$ cat config.mk
export PLATFORM = sky130hd
export DESIGN_NAME = keyed_watchdog
export DESIGN_NICKNAME = d
export VERILOG_FILES = /design/src/rtl/kw_pkg.sv /design/src/rtl/kw_regs.sv /design/src/rtl/kw_counter.sv /design/src/rtl/kw_reqgen.sv /design/src/rtl/keyed_watchdog.sv
export SDC_FILE = /design/constraint.sdc
export NUM_CORES = 1
export LEC_CHECK = 0
export ABC_AREA = 1
export CORE_MARGIN = 3
export CORE_UTILIZATION = 50
export DETAILED_ROUTE_END_ITERATION = 6
export PLACE_DENSITY = 0.73
export SYNTH_ARGS = -nofsm -noshare
export SYNTH_HDL_FRONTEND = slang
export SYNTH_SLANG_ARGS = --single-unit
$ cat constraint.sdc
create_clock -name clk -period 2.7 [get_ports clk]
set_input_delay 0.54 -clock clk [delete_from_list [all_inputs] [get_ports clk]]
set_output_delay 0.54 -clock clk [all_outputs]
set_load 0.05 [all_outputs]
$ cat src/rtl/kw_pkg.sv
package kw_pkg;
  localparam int DATA_W = 8;
  localparam int ADDR_W = 2;

  typedef enum logic [ADDR_W-1:0] {
    REG_MODE = 2'd0,
    REG_KICK = 2'd1
  } reg_addr_e;

  localparam logic [DATA_W-1:0] KICK_KEY  = 8'hAC;
  localparam logic [DATA_W-1:0] KICK_READ = 8'h9A;
  localparam logic [DATA_W-1:0] MODE_RST  = 8'h07;
  localparam int                STOP_BIT  = 4;
endpackage

$ cat src/rtl/kw_regs.sv
module kw_regs
  import kw_pkg::*;
#(
  parameter int SEL_W = 3
) (
  input  logic              clk,
  input  logic              rst,
  input  logic              clr_i,
  input  logic              busy_i,
  input  logic              cfg_always_on_i,
  input  logic              bus_wr_i,
  input  logic              bus_rd_i,
  input  logic [ADDR_W-1:0] bus_addr_i,
  input  logic [DATA_W-1:0] bus_wdata_i,
  input  logic              bus_bitop_i,
  output logic              stopped_o,
  output logic [SEL_W-1:0]  sel_o,
  output logic              kick_o,
  output logic              viol_o,
  output logic [DATA_W-1:0] rdata_o
);
  logic [DATA_W-1:0] mode_q;
  logic              locked_q;
  logic              wr_mode, wr_kick, kick_good;

  assign stopped_o = !cfg_always_on_i && mode_q[STOP_BIT];
  assign sel_o     = mode_q[SEL_W-1:0];

  assign wr_mode   = bus_wr_i && !busy_i && (reg_addr_e'(bus_addr_i) == REG_MODE);
  assign wr_kick   = bus_wr_i && !busy_i && (reg_addr_e'(bus_addr_i) == REG_KICK);
  assign kick_good = wr_kick && !bus_bitop_i && (bus_wdata_i == KICK_KEY);
  assign kick_o    = kick_good && !stopped_o;
  assign viol_o    = !stopped_o &&
                     ((wr_kick && !kick_good) || (wr_mode && locked_q));

  always_ff @(posedge clk) begin
    if (rst || clr_i) begin
      mode_q   <= MODE_RST;
      locked_q <= 1'b0;
    end else if (wr_mode && !locked_q) begin
      mode_q   <= bus_wdata_i;
      locked_q <= 1'b1;
    end
  end

  always_ff @(posedge clk) begin
    if (rst) begin
      rdata_o <= '0;
    end else if (bus_rd_i) begin
      case (reg_addr_e'(bus_addr_i))
        REG_MODE: rdata_o <= mode_q;
        REG_KICK: rdata_o <= KICK_READ;
        default:  rdata_o <= '0;
      endcase
    end else begin
      rdata_o <= '0;
    end
  end


  mode_frozen_chk: assert property (@(posedge clk) disable iff (rst)
    (locked_q && !clr_i) |=> $stable(mode_q));


  kick_read_chk: assert property (@(posedge clk) disable iff (rst)
    (bus_rd_i && reg_addr_e'(bus_addr_i) == REG_KICK) |=> (rdata_o == KICK_READ));
endmodule

$ cat src/rtl/kw_counter.sv
module kw_counter #(
  parameter int CNT_W    = 17,
  parameter int SEL_W    = 3,
  parameter int TAP_BASE = 10
) (
  input  logic             clk,
  input  logic             rst,
  input  logic             clr_i,
  input  logic             en_i,
  input  logic             kick_i,
  input  logic [SEL_W-1:0] sel_i,
  output logic             ovf_o
);
  localparam int TAP_MAX = CNT_W - 1;

  logic [CNT_W-1:0] cnt_q;
  logic [CNT_W-1:0] limit;

  always_comb begin
    int tap_v;
    tap_v = TAP_BASE + int'(sel_i);
    if (tap_v > TAP_MAX) tap_v = TAP_MAX;
    limit        = '0;
    limit[tap_v] = 1'b1;
  end

  assign ovf_o = (cnt_q >= limit);

  always_ff @(posedge clk) begin
    if (rst || clr_i || kick_i) cnt_q <= '0;
    else if (en_i)              cnt_q <= cnt_q + 1'b1;
  end


  cnt_step_chk: assert property (@(posedge clk) disable iff (rst)
    (cnt_q != $past(cnt_q)) |-> (cnt_q == '0 || cnt_q == $past(cnt_q) + 1'b1));


  cnt_hold_chk: assert property (@(posedge clk) disable iff (rst)
    (!en_i && !clr_i && !kick_i) |=> $stable(cnt_q));
endmodule

$ cat src/rtl/kw_reqgen.sv
module kw_reqgen (
  input  logic clk,
  input  logic rst,
  input  logic src_run_i,
  input  logic viol_i,
  input  logic ovf_i,
  output logic fire_o,
  output logic rst_req_o
);
  logic pend_q;

  assign fire_o = src_run_i && (viol_i || pend_q || ovf_i);

  always_ff @(posedge clk) begin
    if (rst) begin
      pend_q    <= 1'b0;
      rst_req_o <= 1'b0;
    end else begin
      rst_req_o <= fire_o;
      if (fire_o)      pend_q <= 1'b0;
      else if (viol_i) pend_q <= 1'b1;
    end
  end


  pulse_width_chk: assert property (@(posedge clk) disable iff (rst)
    rst_req_o |=> !rst_req_o);


  src_gate_chk: assert property (@(posedge clk) disable iff (rst)
    rst_req_o |-> $past(src_run_i));


  pend_release_chk: assert property (@(posedge clk) disable iff (rst)
    (pend_q && src_run_i) |=> rst_req_o);
endmodule

$ cat src/rtl/keyed_watchdog.sv
module keyed_watchdog
  import kw_pkg::*;
#(
  parameter int CNT_W    = 17,
  parameter int SEL_W    = 3,
  parameter int TAP_BASE = 10
) (
  input  logic              clk,
  input  logic              rst,
  input  logic              cfg_always_on,
  input  logic              src_run,
  input  logic              bus_wr,
  input  logic              bus_rd,
  input  logic [ADDR_W-1:0] bus_addr,
  input  logic [DATA_W-1:0] bus_wdata,
  input  logic              bus_bitop,
  output logic [DATA_W-1:0] bus_rdata,
  output logic              rst_req
);
  logic             stopped, kick, viol, ovf, fire;
  logic [SEL_W-1:0] sel;

  kw_regs #(.SEL_W(SEL_W)) u_regs (
    .clk(clk), .rst(rst), .clr_i(fire), .busy_i(rst_req),
    .cfg_always_on_i(cfg_always_on),
    .bus_wr_i(bus_wr), .bus_rd_i(bus_rd), .bus_addr_i(bus_addr),
    .bus_wdata_i(bus_wdata), .bus_bitop_i(bus_bitop),
    .stopped_o(stopped), .sel_o(sel), .kick_o(kick), .viol_o(viol),
    .rdata_o(bus_rdata)
  );

  kw_counter #(.CNT_W(CNT_W), .SEL_W(SEL_W), .TAP_BASE(TAP_BASE)) u_cnt (
    .clk(clk), .rst(rst), .clr_i(fire),
    .en_i(src_run && !stopped), .kick_i(kick), .sel_i(sel), .ovf_o(ovf)
  );

  kw_reqgen u_req (
    .clk(clk), .rst(rst), .src_run_i(src_run), .viol_i(viol),
    .ovf_i(ovf), .fire_o(fire), .rst_req_o(rst_req)
  );


  bad_kick_chk: assert property (@(posedge clk) disable iff (rst)
    (bus_wr && bus_addr == 2'd1 && (bus_wdata != KICK_KEY || bus_bitop)
     && cfg_always_on && src_run && !rst_req) |=> rst_req);
endmodule

==> results of run 1 <==
-- per-layer routing --
metal,part of all wire,up-vias,track usage
li1,-,1025,-
met1,0.52,812,0.267
met2,0.43,34,0.274
met3,0.042,7,0.0455
met4,0.010,0,0.0438
met5,0,-,0
-- logic make-up after synthesis --
| kind of cell | count (synthesis) | share of synthesized area |
|---|---|---|
| xor gates and xnor gates | 10 | 0.0419 |
| DFF | 36 | 0.344 |
| buffers and inverters | 57 | 0.106 |
| adders and majority gates | 13 | 0.0778 |
| AOI/OAI and AO/OA | 16 | 0.0431 |
| and+or+nand+nor | 182 | 0.387 |
-- cell type report --
class	count	area, µm²
timing repair buffer	25	250
multi-input combinational	221	1150
fill	371	1370
clock inverter	2	10.0
tap	48	60.1
sequential	36	721
inverter	55	206
clock buffer	6	82.6
-- cells in the mapped netlist --
| library cell | instances | area share |
|---|---|---|
| and2_1 | 1 | 0.0030 |
| clkbuf_1 | 1 | 0.0018 |
| ha_1 | 13 | 0.078 |
| nand2_2 | 1 | 0.0030 |
| nor2_2 | 14 | 0.042 |
| nor2_1 | 49 | 0.088 |
| inv_2 | 4 | 0.0072 |
| nand4_1 | 12 | 0.036 |
| nand2_4 | 2 | 0.011 |
| o21ai_2 | 1 | 0.0042 |
| nand3_4 | 1 | 0.0084 |
| o21ai_0 | 7 | 0.017 |
| buf_6 | 1 | 0.0054 |
| a21o_1 | 1 | 0.0036 |
| inv_1 | 51 | 0.092 |
| dfxtp_1 | 36 | 0.34 |
| xor2_1 | 9 | 0.038 |
| nand2_1 | 80 | 0.14 |
| nor3_1 | 7 | 0.017 |
| xnor2_1 | 1 | 0.0042 |
| nand3_1 | 15 | 0.036 |
| a21oi_1 | 6 | 0.014 |
| a21oi_2 | 1 | 0.0042 |
-- flip-flops by register name (all words and copies together) (netlist names) --
signal           cells
u_regs.locked_q      1
u_req.pend_q         1
u_cnt.cnt_q         17
u_regs.mode_q        8
u_req.rst_req_o      1
u_regs.rdata_o       8
-- power by group through the flow --
stage / Sequential [mW] / Clock (mW) / Combinational [mW]
after CTS: 0.562 / 0.403 / 0.194
after detailed placement: 0.574 / 0 / 0.193
final: 0.562 / 0.394 / 0.193
after floorplan: 0.586 / 0 / 0.123
after global routing: 0.565 / 0.433 / 0.217
after global placement: 0.573 / 0 / 0.191
-- metrics by stage --
stage                     instances  utilization  area [µm²]  setup slack (ns)
final                           393        0.644        2480             0.233
after global routing            393        0.644        2480            0.0173
after CTS                       393        0.644        2480             0.232
after detailed placement        385        0.619        2390             0.247
after global placement          385        0.619        2390             0.354
after floorplan                 314            -        2090             0.482
-- worst max-delay path, cell delays in order (launching register included) --
cell and delay [ns]:
dfxtp_1 0.43, inv_2 0.11, ha_1 0.36, nand4_1 0.14, ha_1 0.31, nand2_1 0.05
inv_1 0.08, nand2_1 0.07, nor2_1 0.15, nand2_1 0.08, nor2_1 0.08, nor2_1 0.05
nand2_1 0.09, nand2_4 0.09, nand3_4 0.22, nor2_1 0.06
-- worst max path at each step --
stage,to
after floorplan,u_cnt.cnt_q[11]$_SDFFE_PP0P_
after CTS,u_cnt.cnt_q[0]$_SDFFE_PP0P_
after global placement,u_cnt.cnt_q[4]$_SDFFE_PP0P_
after detailed placement,u_cnt.cnt_q[0]$_SDFFE_PP0P_
final,u_cnt.cnt_q[6]$_SDFFE_PP0P_
after global routing,u_cnt.cnt_q[4]$_SDFFE_PP0P_
==> metrics.md, run 1 <==
| Metric | Value |
|---|---|
| FF-to-FF End | `u_cnt.cnt_q[6]$_SDFFE_PP0P_` |
| GP Congestion | `0.824` |
| Hold buffers post-CTS | `0` |
| 1st-pass router iterations | `4` |
| Post-route setup TNS | `0 ns` |
| Hold Vio Cnt, Final | `0` |
| Seq pwr share | `0.489` |
| IR drop worst, VDD | `0.367 mV` |
| Power, Total | `1.15 mW` |
| Average wire per cell in the routed design | `11.0 µm` |
| Leakage | `1.16 nW` |
| Cts bufs inserted | `5` |
| Ports | `26` |
| Final wirelength | `4310 µm` |
| NetSw | `~0.33 mW` |
| Synthesis Warnings | `0` |
| Die H | `70.7 µm` |
| Clk_lat worst skew | `0.29 ns` |
| Outcome | `finished, final reports clean` |
| Avg Synthesized Cell Area | `6.66 µm²` |
| Register area share after synthesis | `0.344` |
| Layout area overhead | `18.5%` |
| Synth Cell Area | `2090 µm²` |
| Worst slew pin tran | `between 0.5 and 0.6 ns` |
| Pint | `0.824 mW` |
| Via/cell ratio | `around 4.8` |
| Clock skew | `just over 0.007 ns` |
| Initial DRC Count | `118` |
| Net Count, Synth | `~340` |
| Share of cells above drive strength 1 | `0.0928` |
| Fin nets | `374` |
| H-tree depth | `2` |
| # port buffers | `25` |
| Post-route minimum period | `2.47 ns` |
| Switching share of power | `0.283` |
| Yosys reg bits | `36` |
| Min-Delay Path Class | `reg2reg` |
| Comb pwr share | `0.168` |
| Setup Crit Path Kind | `reg2reg` |
| Ant. Diodes | `0` |
| Distinct cell type count after synthesis | `23` |
| Final Slew Violations | `0` |
| Row count | `22` |
| RSZ-0062 raised after global routing | `no` |
| Reg2Reg Depth | `15` |
| Commonest non-fill, non-tap cell in the layout | `nand2_1` |
| Post-Syn Instances | `approximately 310` |
| Die footprint | `5000 µm²` |
| Postcts setup bufs | `0` |
| Max clock buf depth | `2` |
| Post_cts resized | `0` |
| Hold_sp | `u_regs.mode_q[6]$_SDFFE_PP0P_` |
| Global-route wire length before repair | `7510 µm` |
| Final setup viols | `0` |
| Initial antenna violation count | `0` |
| CP required | `~2.9 ns` |
| Clk pwr share | `0.343` |
| Die Wd | `70.7 µm` |
| Most frequent cells in the layout | `nand2_1, inv_1, nor2_1` |
| CTS tree | `done` |
| Pin count of the biggest net entering global routing | `18` |
| Reg2reg setup slack | `0.23 ns` |
| Hold depth | `2` |
| Grt ovf | `0` |
| Hold WS | `0.456 ns` |
| Core area | `3850 µm²` |
| DRC | `0` |
| Slew headroom | `0.665` |
| F_max | `405 MHz` |
| Total track usage | `0.184` |
| Number of global-route vias before repair | `1674` |
| Worst-path fanout max | `17` |
| Crit path DAT | `around 2.6 ns` |
| Reg clk slew, reported paths | `0.07 ns` |
| Setup crit end kind | `flip-flop` |
| Post-route ant nets | `0` |
| Pwr/cell area | `approximately 460 nW/µm²` |
| Initial core utilization | `0.543` |
| Period utilization | `0.914` |
| R2R Path Start | `u_regs.mode_q[1]$_SDFFE_PP1P_` |
| Root buffer selected by CTS | `clkbuf_8` |
| Max Cap Viol | `0` |
| Post-DP HPWL | `about 3400 µm` |
| Clk sinks | `36` |
| Crit path launch type | `flip-flop` |
| Hold Crit Endpoint | `u_regs.rdata_o[6]$_SDFF_PP0_` |
| Via count | `roughly 1.9k` |
| Critical Path Source | `u_regs.mode_q[1]$_SDFFE_PP1P_` |
No activity file was read; power rests on OpenSTA's default activity.
==> run 2, diff against run 1 <==
- CTS_CLUSTER_DIAMETER: default -> 80
==> results of run 2 <==
Same layout as run 1: the final DEF is identical, and so are final timing and power.
